`config.mk`:
```
export PLATFORM = sky130hd
export DESIGN_NAME = sar_seq_ctrl
export DESIGN_NICKNAME = d
export VERILOG_FILES = /design/src/rtl/sar_seq_pkg.sv /design/src/rtl/sar_seq_datapath.sv /design/src/rtl/sar_seq_ctrl_fsm.sv /design/src/rtl/sar_seq_ctrl.sv
export SDC_FILE = /design/constraint.sdc
export NUM_CORES = 1
export LEC_CHECK = 0
export ABC_AREA = 1
export ABC_CLOCK_PERIOD_IN_PS = 3000
export BUFFER_PORTS_ARGS = -buffer_cell sky130_fd_sc_hd__clkbuf_2
export CAP_MARGIN = 15
export CORE_UTILIZATION = 60
export DETAILED_ROUTE_END_ITERATION = 8
export HOLD_SLACK_MARGIN = 0.1
export PLACE_DENSITY = 0.84
export SKIP_CTS_REPAIR_TIMING = 1
export SYNTH_ARGS = -nofsm -noshare
export SYNTH_HDL_FRONTEND = slang
export SYNTH_SLANG_ARGS = --single-unit
```
`constraint.sdc`:
```
create_clock -name clk -period 3 [get_ports clk]
set_input_delay 0.6 -clock clk [delete_from_list [all_inputs] [get_ports clk]]
set_output_delay 0.6 -clock clk [all_outputs]
set_load 0.005 [all_outputs]
```
`src/rtl/sar_seq_pkg.sv`:
```
package sar_seq_pkg;

  typedef enum logic [2:0] {
    ST_IDLE = 3'd0,
    ST_ACQ  = 3'd1,
    ST_CONV = 3'd2,
    ST_DONE = 3'd3,
    ST_READ = 3'd4
  } seqState_t;

  // strobes from control to datapath
  typedef struct packed {
    logic convStart;  // load first trial
    logic bitTick;    // resolve current trial
    logic lastBit;    // final trial, latch result
    logic busEn;      // drive the output bus
  } ctrlStrobes_t;

endpackage

```
`src/rtl/sar_seq_datapath.sv`:
```
module sar_seq_datapath
  import sar_seq_pkg::*;
#(
  parameter int RES_BITS = 14
) (
  input  logic         clk,
  input  logic         rstN,
  input  ctrlStrobes_t stb,
  input  logic         cmpIn,
  input  logic         hiByteSel,
  output logic [7:0]   dataOut,
  output logic         dataOe
);

  localparam int HI_BITS = RES_BITS - 8;
  localparam logic [RES_BITS-1:0] MSB_MASK = {1'b1, {(RES_BITS-1){1'b0}}};

  logic [RES_BITS-1:0] sarReg;
  logic [RES_BITS-1:0] trialMask;
  logic [RES_BITS-1:0] resultReg;
  logic [RES_BITS-1:0] decided;
  logic [7:0]          byteLo;
  logic [7:0]          byteHi;

  // keep or clear the bit under trial
  always_comb begin
    decided = cmpIn ? sarReg : (sarReg & ~trialMask);
  end

  always_ff @(posedge clk) begin
    if (!rstN) begin
      sarReg    <= '0;
      trialMask <= '0;
      resultReg <= '0;
    end else begin
      if (stb.convStart) begin
        sarReg    <= MSB_MASK;
        trialMask <= MSB_MASK;
      end else if (stb.bitTick) begin
        sarReg    <= decided | (trialMask >> 1);
        trialMask <= trialMask >> 1;
      end
      if (stb.lastBit) begin
        resultReg <= decided;
      end
    end
  end

  assign byteLo = resultReg[7:0];

  generate
    if (HI_BITS >= 8) begin : g_fullHi
      assign byteHi = resultReg[15:8];
    end else begin : g_padHi
      assign byteHi = {{(8-HI_BITS){1'b0}}, resultReg[RES_BITS-1:8]};
    end
  endgenerate

  always_comb begin
    if (stb.busEn) begin
      dataOut = hiByteSel ? byteHi : byteLo;
    end else begin
      dataOut = '0;
    end
  end

  assign dataOe = stb.busEn;

  // result only moves on the control's latch strobe
  a_r4_result_hold : assert property (@(posedge clk) disable iff (!rstN)
    !stb.lastBit |=> $stable(resultReg));

  // unused top bits of the upper byte read as zero
  a_r6_hi_pad_zero : assert property (@(posedge clk) disable iff (!rstN)
    (stb.busEn && hiByteSel) |-> (dataOut[7:6] == 2'b00));

endmodule

```
`src/rtl/sar_seq_ctrl_fsm.sv`:
```
module sar_seq_ctrl_fsm
  import sar_seq_pkg::*;
#(
  parameter int RES_BITS    = 14,
  parameter int ACQ_CYCLES  = 200,
  parameter int WAKE_CYCLES = 1200000,
  parameter int BIT_CYCLES  = 3
) (
  input  logic         clk,
  input  logic         rstN,
  input  logic         csN,
  input  logic         rdConv,
  output ctrlStrobes_t stb,
  output logic         eocN,
  output logic         refOn
);

  localparam int TMR_MAX  = (WAKE_CYCLES > ACQ_CYCLES) ? WAKE_CYCLES : ACQ_CYCLES;
  localparam int TMR_W    = $clog2(TMR_MAX + 1);
  localparam int CYC_W    = $clog2(BIT_CYCLES + 1);
  localparam int BIT_W    = $clog2(RES_BITS + 1);
  localparam int CONV_LEN = RES_BITS * BIT_CYCLES;
  localparam int AGE_W    = $clog2(CONV_LEN + 2);

  seqState_t        state;
  logic [TMR_W-1:0] acqTimer;
  logic [CYC_W-1:0] cycCnt;
  logic [BIT_W-1:0] bitsLeft;
  logic             csPrev;
  logic             csFall;
  logic             shutAfter;
  logic             acqDone;
  logic             trialEnd;

  assign csFall   = csPrev & ~csN;
  assign acqDone  = (acqTimer == '0);
  assign trialEnd = (cycCnt == CYC_W'(BIT_CYCLES - 1));

  always_ff @(posedge clk) begin
    if (!rstN) begin
      state     <= ST_IDLE;
      acqTimer  <= '0;
      cycCnt    <= '0;
      bitsLeft  <= '0;
      csPrev    <= 1'b1;
      shutAfter <= 1'b1;
      refOn     <= 1'b0;
      eocN      <= 1'b1;
    end else begin
      csPrev <= csN;
      unique case (state)
        ST_IDLE: begin
          if (csFall && !rdConv) begin
            state    <= ST_ACQ;
            acqTimer <= refOn ? TMR_W'(ACQ_CYCLES) : TMR_W'(WAKE_CYCLES);
            refOn    <= 1'b1;
          end
        end
        ST_ACQ: begin
          if (!acqDone) begin
            acqTimer <= acqTimer - 1'b1;
          end else if (csFall) begin
            state     <= ST_CONV;
            shutAfter <= rdConv;
            cycCnt    <= '0;
            bitsLeft  <= BIT_W'(RES_BITS - 1);
          end
        end
        ST_CONV: begin
          if (trialEnd) begin
            cycCnt <= '0;
            if (bitsLeft == '0) begin
              state <= ST_DONE;
              eocN  <= 1'b0;
              if (shutAfter) begin
                refOn <= 1'b0;
              end
            end else begin
              bitsLeft <= bitsLeft - 1'b1;
            end
          end else begin
            cycCnt <= cycCnt + 1'b1;
          end
        end
        ST_DONE: begin
          if (csFall && rdConv) begin
            state <= ST_READ;
          end
        end
        ST_READ: begin
          if (csN) begin
            state <= ST_IDLE;
            eocN  <= 1'b1;
          end
        end
        default: state <= ST_IDLE;
      endcase
    end
  end

  always_comb begin
    stb.convStart = (state == ST_ACQ) && acqDone && csFall;
    stb.bitTick   = (state == ST_CONV) && trialEnd;
    stb.lastBit   = (state == ST_CONV) && trialEnd && (bitsLeft == '0);
    stb.busEn     = (state == ST_READ);
  end

  // conversion age, used only to bound the conversion window
  logic [AGE_W-1:0] convAge;
  always_ff @(posedge clk) begin
    if (!rstN) begin
      convAge <= '0;
    end else if (stb.convStart) begin
      convAge <= '0;
    end else if (state == ST_CONV) begin
      convAge <= convAge + 1'b1;
    end
  end

  // a fall with rdConv high leaves the idle state untouched
  a_r1_idle_ignore : assert property (@(posedge clk) disable iff (!rstN)
    (state == ST_IDLE && rdConv) |=> (state == ST_IDLE));

  // no conversion while the acquisition window is still open
  a_r2_window_hold : assert property (@(posedge clk) disable iff (!rstN)
    (state == ST_ACQ && !acqDone) |=> (state == ST_ACQ));

  // standby choice keeps the reference on through completion
  a_r3_standby_ref : assert property (@(posedge clk) disable iff (!rstN)
    (state == ST_CONV && !shutAfter) |=> refOn);

  // conversion never outlasts its trial budget
  a_r4_conv_bound : assert property (@(posedge clk) disable iff (!rstN)
    (state == ST_CONV) |-> (convAge < AGE_W'(CONV_LEN)));

  // raising chip select ends readout and releases the flag
  a_r8_release : assert property (@(posedge clk) disable iff (!rstN)
    (state == ST_READ && csN) |=> (eocN && !stb.busEn));

endmodule

```
`src/rtl/sar_seq_ctrl.sv`:
```
module sar_seq_ctrl
  import sar_seq_pkg::*;
#(
  parameter int RES_BITS    = 14,
  parameter int ACQ_CYCLES  = 200,
  parameter int WAKE_CYCLES = 1200000,
  parameter int BIT_CYCLES  = 3
) (
  input  logic       clk,
  input  logic       rstN,
  input  logic       csN,
  input  logic       rdConv,
  input  logic       hiByteSel,
  input  logic       cmpIn,
  output logic [7:0] dataOut,
  output logic       dataOe,
  output logic       eocN,
  output logic       refOn
);

  ctrlStrobes_t stb;

  sar_seq_ctrl_fsm #(
    .RES_BITS   (RES_BITS),
    .ACQ_CYCLES (ACQ_CYCLES),
    .WAKE_CYCLES(WAKE_CYCLES),
    .BIT_CYCLES (BIT_CYCLES)
  ) u_fsm (
    .clk   (clk),
    .rstN  (rstN),
    .csN   (csN),
    .rdConv(rdConv),
    .stb   (stb),
    .eocN  (eocN),
    .refOn (refOn)
  );

  sar_seq_datapath #(
    .RES_BITS(RES_BITS)
  ) u_dp (
    .clk      (clk),
    .rstN     (rstN),
    .stb      (stb),
    .cmpIn    (cmpIn),
    .hiByteSel(hiByteSel),
    .dataOut  (dataOut),
    .dataOe   (dataOe)
  );

  // bus stays off whenever a result is not being read
  a_r5_bus_quiet : assert property (@(posedge clk) disable iff (!rstN)
    eocN |-> !dataOe);

endmodule

```
# Word-level counts from Yosys, hierarchy flattened
# Index checks and enable logic that the tools add are counted.
# totals
elab_cells,97
register_bits,76
input_bits,6
output_inout_bits,11
# op_classes
n_addsub,3
n_bitwise,6
eq_ne,15
reduce_logical,23
mux,37
# ops
cell,n
$mux 14,5
$mux 21,3
$pmux 21 s2,1
$logic_not 21->1,1
$mux 3,7
$sub 21x1->21 const B,1
$mux 4,4
$mux 8,2
$pmux 3 s5,1
$and 14x14->14,1
$ne 2x1->1 const B,7
$not 14->14,1
$or 14x13->14,1
$reduce_and 5->1,2
$reduce_bool 2->1,5
$reduce_and 3->1,3
$pmux 4 s2,1
$mux 1,7
$reduce_and 7->1,1
$eq 3x2->1 const B,2
$logic_and 1x1->1,6
$mux 2,3
$ne 2x2->1 const B,3
$logic_not 4->1,1
other kinds (13),15

# Logic depth before layout (Yosys ltp)
# Gate-level depths: netlist of the first run.
# depth
word_depth,6
depth_mapped,11
depth_no_buf,11

# Cells and area by module
# A second synthesis of the first run with hierarchy kept.
# hier_totals
hier_cells,546
area_unflattened_um2,3756.1
# modules_own_cells
mod,seq_area_each_um2,area_per_inst_um2,instances,cells_each
sar_seq_ctrl_fsm,680.7,2084.5,1,325
sar_seq_datapath,840.8,1671.6,1,221

# Least setup slack after synthesis of the first run
# No wires, ideal clock.
# synth_path
path_type,reg-to-output
from,reg u_fsm.state[2]
to,out dataOut[0]
stages_incl_launch_ff,5
arrival_time_ps,1135
slack_ps,1265
required_ps,2400
path_buffers,0
cell_sequence,dfxtp_1 inv_1 nor3_1 clkinv_1 a21oi_1
# synth_via
elab_chain_len,2
# synth_lines
item,line,rtl
from (decl),sar_seq_ctrl_fsm.sv:25,seqState_t state;
from (signal assigned),sar_seq_ctrl_fsm.sv:41,state <= ST_IDLE;
from (signal assigned),sar_seq_ctrl_fsm.sv:54,state <= ST_ACQ;
from (signal assigned),sar_seq_ctrl_fsm.sv:63,state <= ST_CONV;
$eq 3x3->1,sar_seq_ctrl_fsm.sv:105,stb.busEn = (state == ST_READ);
via dataOe,sar_seq_ctrl.sv:16,"output logic dataOe,"
$mux 8,sar_seq_datapath.sv:60,if (stb.busEn) begin
to (decl),sar_seq_ctrl.sv:15,"output logic [7:0] dataOut,"
# The timed path passes the listed nets, and every way through them passes these cells.

# Worst setup path in the final report of the first run
# layout_path
from,reg u_fsm.state[2]
to,out dataOut[2]
# layout_via
elab_chain_len,2
# layout_lines
item,line
$eq 3x3->1,sar_seq_ctrl_fsm.sv:105
$mux 8,sar_seq_datapath.sv:60
# No other way between the ends.

==> results of run 1 <==
[registers in the layout, summed over array words and instances, names as in the netlist]
signal and cells:
u_dp.resultReg 14, u_fsm.state 3, u_dp.trialMask 14, u_fsm.shutAfter 1, u_fsm.cycCnt 2, u_fsm.refOn 1, u_fsm.bitsLeft 4, u_fsm.acqTimer 21
u_fsm.eocN 1, u_dp.sarReg 14, u_fsm.csPrev 1
[layout make-up]
class,instances,area share
multi-input cells,410,0.471
flip-flops and latches,76,0.363
inverters,85,0.0768
clock buffers,13,0.0380
well taps,77,0.0230
repair buffers,18,0.0227
clock inverters,3,0.00508
[cells by family (layout without fill, tap and decap cells)]
| family | after synthesis | count (layout) | synth area share |
|---|---|---|---|
| compound gates | 104 | 104 | 0.149 |
| buf+inv | 100 | 119 | 0.106 |
| fa+ha+maj | 3 | 3 | 0.00960 |
| flops | 76 | 76 | 0.389 |
| simple gates | 297 | 297 | 0.333 |
| xor+xnor | 6 | 6 | 0.0134 |
[layer usage]
layer,GRT usage,share of wire,vias to the layer above
li1,-,-,1878
met1,0.343,0.44,1730
met2,0.484,0.48,108
met3,0.0615,0.053,21
met4,0.133,0.022,0
met5,0,0,-
[layout by cell type, fill, tap and decap left out, types with 3 or more instances in the layout]
cell type,n
nand4_1,10
nor3_1,4
clkbuf_8,11
o21ai_0,47
xor2_1,4
nor2_1,92
clkbuf_2,16
nor2_2,3
inv_2,4
ha_1,3
nand2_1,141
nand3_1,31
nand2_4,3
nor2_8,3
dfxtp_1,76
a211oi_2,5
nand2_2,3
a21oi_1,41
inv_1,78
o21ai_1,3
[worst register-to-register path: stages, from the launching register on]
cell and delay [ps]:
dfxtp_1 360, inv_2 130, nand2_4 80, nor2_8 140, inv_2 90, nor2_8 310
inv_4 190, nor2_8 330, inv_1 140, nor2_1 120, nor2_1 50
[where the power goes]
group | switching (W) | total, W | internal, W
Sequential | 0.000161 | 0.00134 | 0.00118
Clock | 0.000371 | 0.000717 | 0.000347
Combinational | 0.00127 | 0.00191 | 0.000633
Total | 0.00180 | 0.00396 | 0.00216
[worst max-delay path by stage]
stage	startpoint	end	slack (ps)	cells after the start
finish	u_fsm.state[2]	dataOut[2]	410	5
global route	u_fsm.state[2]	dataOut[2]	320	5
CTS	u_fsm.state[2]	dataOut[2]	460	5
detailed placement	u_fsm.state[2]	dataOut[2]	880	5
global placement	u_fsm.state[2]	dataOut[2]	990	5
floorplan	u_fsm.state[2]	dataOut[0]	1270	4
[per-stage QoR]
step	worst slack [ps]	utilization	cell area, sq um
final	407	0.663	4190
after detailed placement	875	0.635	4010
after CTS	464	0.663	4190
after global placement	985	0.635	4010
after global routing	321	0.663	4190
after floorplan	1270	-	3910
==> impl_metrics.tcl, run 1 <==
set metrics [dict create \
    setup_viol 0 \
    reg2reg_depth 10 \
    cts_buffer_depth 2 \
    synthFlopType "dfxtp_1" \
    path_clk_slew_ps 80 \
    synthArstFlopShare 0 \
    cp-start-kind "register" \
    synth_top_cell_area_share 0.389 \
    drive_above_1_share 0.0975 \
    synth_seq_cells 76 \
    multi_input_area_sq_um 1970 \
    finalHoldViolations 0 \
    root_buffer "clkbuf_8" \
    crit_type "reg2out" \
    regToRegStartpoint "u_fsm.state[0]" \
    drv_slew 0 \
    grt_pass1_vias 3363 \
    wl_microns 8890 \
    cts.sink_count 76 \
    critPathBufInv 3 \
    drt_iter0_drc 264 \
    dp.cells 666 \
    status "complete, no violations" \
    finClkSkew_ps 16.9 \
    period_share 0.864 \
    cp-end-kind "output port" \
    die_area_sq_um 6840 \
    worst_hold_path_type "in2reg" \
    regArea_sq_um 1520 \
    synth_largest_area_cell "dfxtp_1" \
    grt_usage 0.286 \
    max_freq_ghz 0.386 \
    syn-mean-instance-area_sq_um 6.67 \
    place_congestion 0.965 \
    grt_antenna_before_repair 0 \
    path_cells "inv_1, nor3_1, clkinv_1, a21oi_1, clkbuf_2" \
    crit_family "buffers and inverters" \
    p_total_w 0.00396 \
    die_h_microns 82.7 \
    area_growth_pct 7.11 \
    via_per_inst 5.48 \
    grt_max_degree 28 \
    drtPass1Iterations 5 \
    hold_depth 3 \
    min-delay-start "csN" \
    ys_warn_count 0 \
    antenna_cells 0 \
    syn-cell-area_sq_um 3910 \
    power_density_nw_per_um2 946 \
    critical_path_arrival_ps 1990 \
    cts.htree.levels 3 \
    worst_pin_slew_ps 494 \
    start_util 0.619 \
    drc 0 \
    finalSetupTns_ps 0 \
    cts-buffers-inserted 9 \
    post-dp-hpwl_microns 6240 \
    synth_edf_count 0 \
    postSynthCellCount 586 \
    synth_fp_nets 595 \
    whs_ps 464 \
    ys_seq_area_frac 0.389 \
    cp_slowest_cell "nor3_1" \
    post_drt_wl_per_cell_microns 13.0 \
    synth_common_cells "nand2_1 (141), nor2_1 (92), inv_1 (78), dfxtp_1 (76), o21ai_0 (47)" \
    holdPathEnd "u_fsm.csPrev" \
    slew_headroom 0.669 \
    grt_pass1_wl_microns 14800 \
    crit_fanout 9 \
    coreArea_sq_um 6310 \
    ant_nets 0 \
    gr-total-overflow 0 \
    row_count 29 \
    max_cap_violations 0 \
    nNetsFinal 609 \
    clock_latency_ps 350 \
    die_x_microns 82.7 \
    rsz0062_at_grt "no" \
    vdd_drop_max_v 0.000574 \
    p_leak_nw 1.82 \
    synth.most_common_cell "nand2_1" \
    max_stage_delay_ps 390 \
    yosysUniqueCellTypes 38 \
    ff2ff_setup_slack_ps 940 \
    num-fill-cells 589 \
    required_ps 2400 \
    instances_no_fill 682 \
    synth_area_leaders "dfxtp_1 (39%), nand2_1 (14%), nor2_1 (8.8%)" \
    vias 3737 \
    rr_endpoint "u_dp.resultReg[13]" \
    port_buffers 16 \
    pin_count 17 \
    fin_crit_ps 2590 \
    cts_tree "built" \
]
Note: power is estimated with default switching activity, not from simulation.
==> run 2, diff against run 1 <==
Settings changed: CTS_BUF_LIST from default to sky130_fd_sc_hd__clkbuf_8.
==> impl_metrics.tcl, run 2 (synthesis results as in run 1) <==
set metrics [dict create \
    antenna_cells 0 \
    cts-buffers-inserted 9 \
    crit_fanout 9 \
    crit_type "reg2out" \
    ant_nets 0 \
    drtPass1Iterations 5 \
    dp_worst_setup_slack_ps 875 \
    slew_headroom 0.639 \
    cts_buffer_depth 2 \
    hold_depth 3 \
    worst_pin_slew_ps 538 \
    gr-total-overflow 0 \
    port_buffers 16 \
    pin_count 17 \
    row_count 29 \
    worst_hold_path_type "in2reg" \
    finalHoldViolations 0 \
    cts.htree.levels 3 \
    p_leak_nw 1.82 \
    layout_setup_ws_ps 331 \
    area_growth_pct 7.11 \
    root_buffer "clkbuf_8" \
    max_freq_ghz 0.375 \
    grt_usage 0.286 \
    grt_max_degree 28 \
    cp-end-kind "output port" \
    power_density_nw_per_um2 945 \
    die_h_microns 82.7 \
    largest_register_ffs 21 \
    p_switching_w 0.00181 \
    drc 0 \
    drv_slew 0 \
    status "complete, no violations" \
    clkPwrFrac 0.180 \
    drt_iter0_drc 284 \
    layout_commonest_cell "nand2_1" \
    p_sw_frac 0.457 \
    place_congestion 0.965 \
    nNetsFinal 609 \
    cp-start-kind "register" \
    required_ps 2400 \
    vdd_drop_max_v 0.000574 \
    critical_path_arrival_ps 2070 \
    rsz0062_at_grt "no" \
    drive_above_1_share 0.0975 \
    grt_pass1_vias 3363 \
    finalSetupTns_ps 0 \
    vias 3743 \
    final_cell_mix "nand2_1 (141), nor2_1 (92), inv_1 (80), dfxtp_1 (76), o21ai_0 (47)" \
    cts_tree "built" \
    max_flop_register "u_fsm.acqTimer" \
    fin_crit_ps 2670 \
    coreArea_sq_um 6310 \
    max_cap_violations 0 \
    grt_antenna_before_repair 0 \
    grt_pass1_wl_microns 14800 \
    start_util 0.619 \
    path_clk_slew_ps 80 \
    setup_viol 0 \
    power_frac_seq 0.338 \
    die_x_microns 82.7 \
    wl_microns 8930 \
    reg2reg_depth 10 \
    post-dp-hpwl_microns 6240 \
    p_total_w 0.00396 \
    cts.sink_count 76 \
    power_frac_comb 0.481 \
    post_drt_wl_per_cell_microns 13.1 \
    clock_latency_ps 350 \
    p_int_w 0.00215 \
    fin_util 0.663 \
    via_per_inst 5.49 \
    finClkSkew_ps 16.6 \
    period_share 0.890 \
    die_area_sq_um 6840 \
]
run 2: through the flow:
stage                     cell area [sq um]  cells  hold WS, ps
after floorplan                        3910    586          429
after global placement                 4010    666          471
after detailed placement               4010    666          472
after CTS                              4190    682          456
after global routing                   4190    682          461
final                                  4190    682          462
run 2: worst max-delay path: stages (launching register included):
cell      delay (ps)
dfxtp_1          370
inv_1             90
nor3_1           430
clkinv_1         420
a21oi_1          260
clkbuf_2         150
run 2: power by group through the flow:
stage | sequential, W | clock [W] | combinational, W
2_1_floorplan | 0.00131 | 0 | 0.00155
3_3_place_gp | 0.00134 | 0 | 0.00181
3_5_place_dp | 0.00135 | 0 | 0.00187
4_1_cts | 0.00133 | 0.000719 | 0.00188
5_1_grt | 0.00136 | 0.000764 | 0.00219
6_report | 0.00134 | 0.000713 | 0.00190
run 2: path summary, 6_finish.rpt:
path                        start              end  slack [ps]
setup / recovery   u_fsm.state[2]       dataOut[2]         330
hold / removal                csN     u_fsm.csPrev         460
setup reg to reg   u_fsm.state[0]       u_fsm.eocN         930
hold reg to reg   u_fsm.shutAfter  u_fsm.shutAfter         490
run 2: metal layers:
metal  up-vias  track usage  wire length (microns)
met1      1731        0.343                   3980
met3        27       0.0615                    433
met4         0        0.133                    246
met5         -            0                      0
li1       1875            -                      -
met2       110        0.484                   4270
run 2: final cells by class:
type                            count  area (sq um)
Fill cell                         589          2130
Multi-Input combinational cell    410          1970
Sequential cell                    76          1520
Inverter                           85           322
Clock buffer                       11           151
Tap cell                           77          96.3
Timing Repair Buffer               18          95.1
Clock inverter                      5          28.8
==> run 3, diff against run 2 <==
Settings changed: RECOVER_POWER from default to 50.
==> impl_metrics.tcl, run 3 (synthesis results as in run 1) <==
set metrics [dict create \
    die_h_microns 82.7 \
    ant_nets 0 \
    setup_viol 0 \
    critical_path_arrival_ps 1990 \
    start_util 0.619 \
    final_cell_mix "nand2_1 (145), nor2_1 (92), inv_1 (81), dfxtp_1 (76), o21ai_0 (47)" \
    vdd_drop_max_v 0.000574 \
    slew_headroom 0.368 \
    antenna_cells 0 \
    vias 3730 \
    cts_buffer_depth 2 \
    cts.sink_count 76 \
    worst_hold_path_type "in2reg" \
    power_frac_seq 0.342 \
    p_int_w 0.00213 \
    crit_family "buffers and inverters" \
    finalHoldViolations 0 \
    p_sw_frac 0.455 \
    path_cells "inv_1, nor3_1, clkinv_1, a21oi_1, clkbuf_2" \
    wl_met2_microns 4260 \
    p_leak_nw 1.81 \
    grt_max_degree 28 \
    grt_pass1_wl_microns 14800 \
    p_total_w 0.00391 \
    nNetsFinal 609 \
    cp_slowest_cell "nor3_1" \
    finClkSkew_ps 17.5 \
    drv_slew 0 \
    grt_antenna_before_repair 0 \
    dr.max_layer_used "met4" \
    cp-start-kind "register" \
    worst_pin_slew_ps 948 \
    die_area_sq_um 6840 \
    root_buffer "clkbuf_8" \
    cts.htree.levels 3 \
    drt_iter0_drc 223 \
    period_share 0.863 \
    cp-end-kind "output port" \
    power_frac_comb 0.476 \
    grt_pass1_vias 3363 \
    critPathBufInv 3 \
    clkPwrFrac 0.182 \
    max_freq_ghz 0.386 \
    drtPass1Iterations 5 \
    port_buffers 16 \
    drc 0 \
    pin_count 17 \
    crit_type "reg2out" \
    status "complete, no violations" \
    row_count 29 \
    fin_crit_ps 2590 \
    wl_microns 8890 \
    drt-met1-wl_microns 3950 \
    required_ps 2400 \
    place_congestion 0.965 \
    max_cap_violations 0 \
    place_area_sq_um 4010 \
    max_stage_delay_ps 390 \
    cts_tree "built" \
    post_drt_wl_per_cell_microns 13.0 \
    die_x_microns 82.7 \
    gr-total-overflow 0 \
    p_switching_w 0.00178 \
    largest_register_ffs 21 \
    max_flop_register "u_fsm.acqTimer" \
    rsz0062_at_grt "no" \
    post-dp-hpwl_microns 6240 \
    fin_util 0.658 \
    clock_latency_ps 350 \
    via_per_inst 5.47 \
    grt_usage 0.286 \
    wl_met3_microns 443 \
    postLayoutCellArea_sq_um 4150 \
    whs_ps 463 \
    cts-buffers-inserted 9 \
    path_clk_slew_ps 80 \
    coreArea_sq_um 6310 \
    area_growth_pct 6.21 \
    drive_above_1_share 0.0826 \
    crit_fanout 9 \
    layout_commonest_cell "nand2_1" \
    finalSetupTns_ps 0 \
    power_density_nw_per_um2 942 \
]
[run 3: layout make-up]
type | instances | area, sq um
Clock buffer | 11 | 151
Multi-Input combinational cell | 410 | 1940
Fill cell | 599 | 2160
Tap cell | 77 | 96.3
Clock inverter | 5 | 28.8
Timing Repair Buffer | 18 | 90.1
Sequential cell | 76 | 1520
Inverter | 85 | 322
[run 3: through the flow]
step | worst slack [ps] | cells
floorplan | 1270 | 586
global placement | 985 | 666
detailed placement | 875 | 666
CTS | 464 | 682
global route | 186 | 682
finish | 411 | 682
[run 3: final timing paths]
path	depth (start not counted)	slack, ps	startpoint	end
max	5	410	u_fsm.state[2]	dataOut[2]
min	3	460	csN	u_fsm.csPrev
max reg2reg	9	520	u_fsm.state[2]	u_fsm.acqTimer[10]
min reg2reg	2	490	u_fsm.bitsLeft[3]	u_fsm.bitsLeft[3]
[run 3: per-layer routing]
layer,track usage,vias up
met3,0.0615,28
met1,0.343,1723
met5,0,-
met2,0.484,98
met4,0.133,0
li1,-,1881
[run 3: tightest hold or removal path, cell delays in order]
cell      delay [ps]
clkbuf_2          90
inv_2             40
nand2_1           40
[run 3: power by group through the flow]
stage	Clock [W]	Combinational (W)	Sequential [W]
global route	0.000764	0.00215	0.00136
detailed placement	0	0.00187	0.00135
CTS	0.000719	0.00188	0.00133
global placement	0	0.00181	0.00134
floorplan	0	0.00155	0.00131
finish	0.000712	0.00186	0.00134
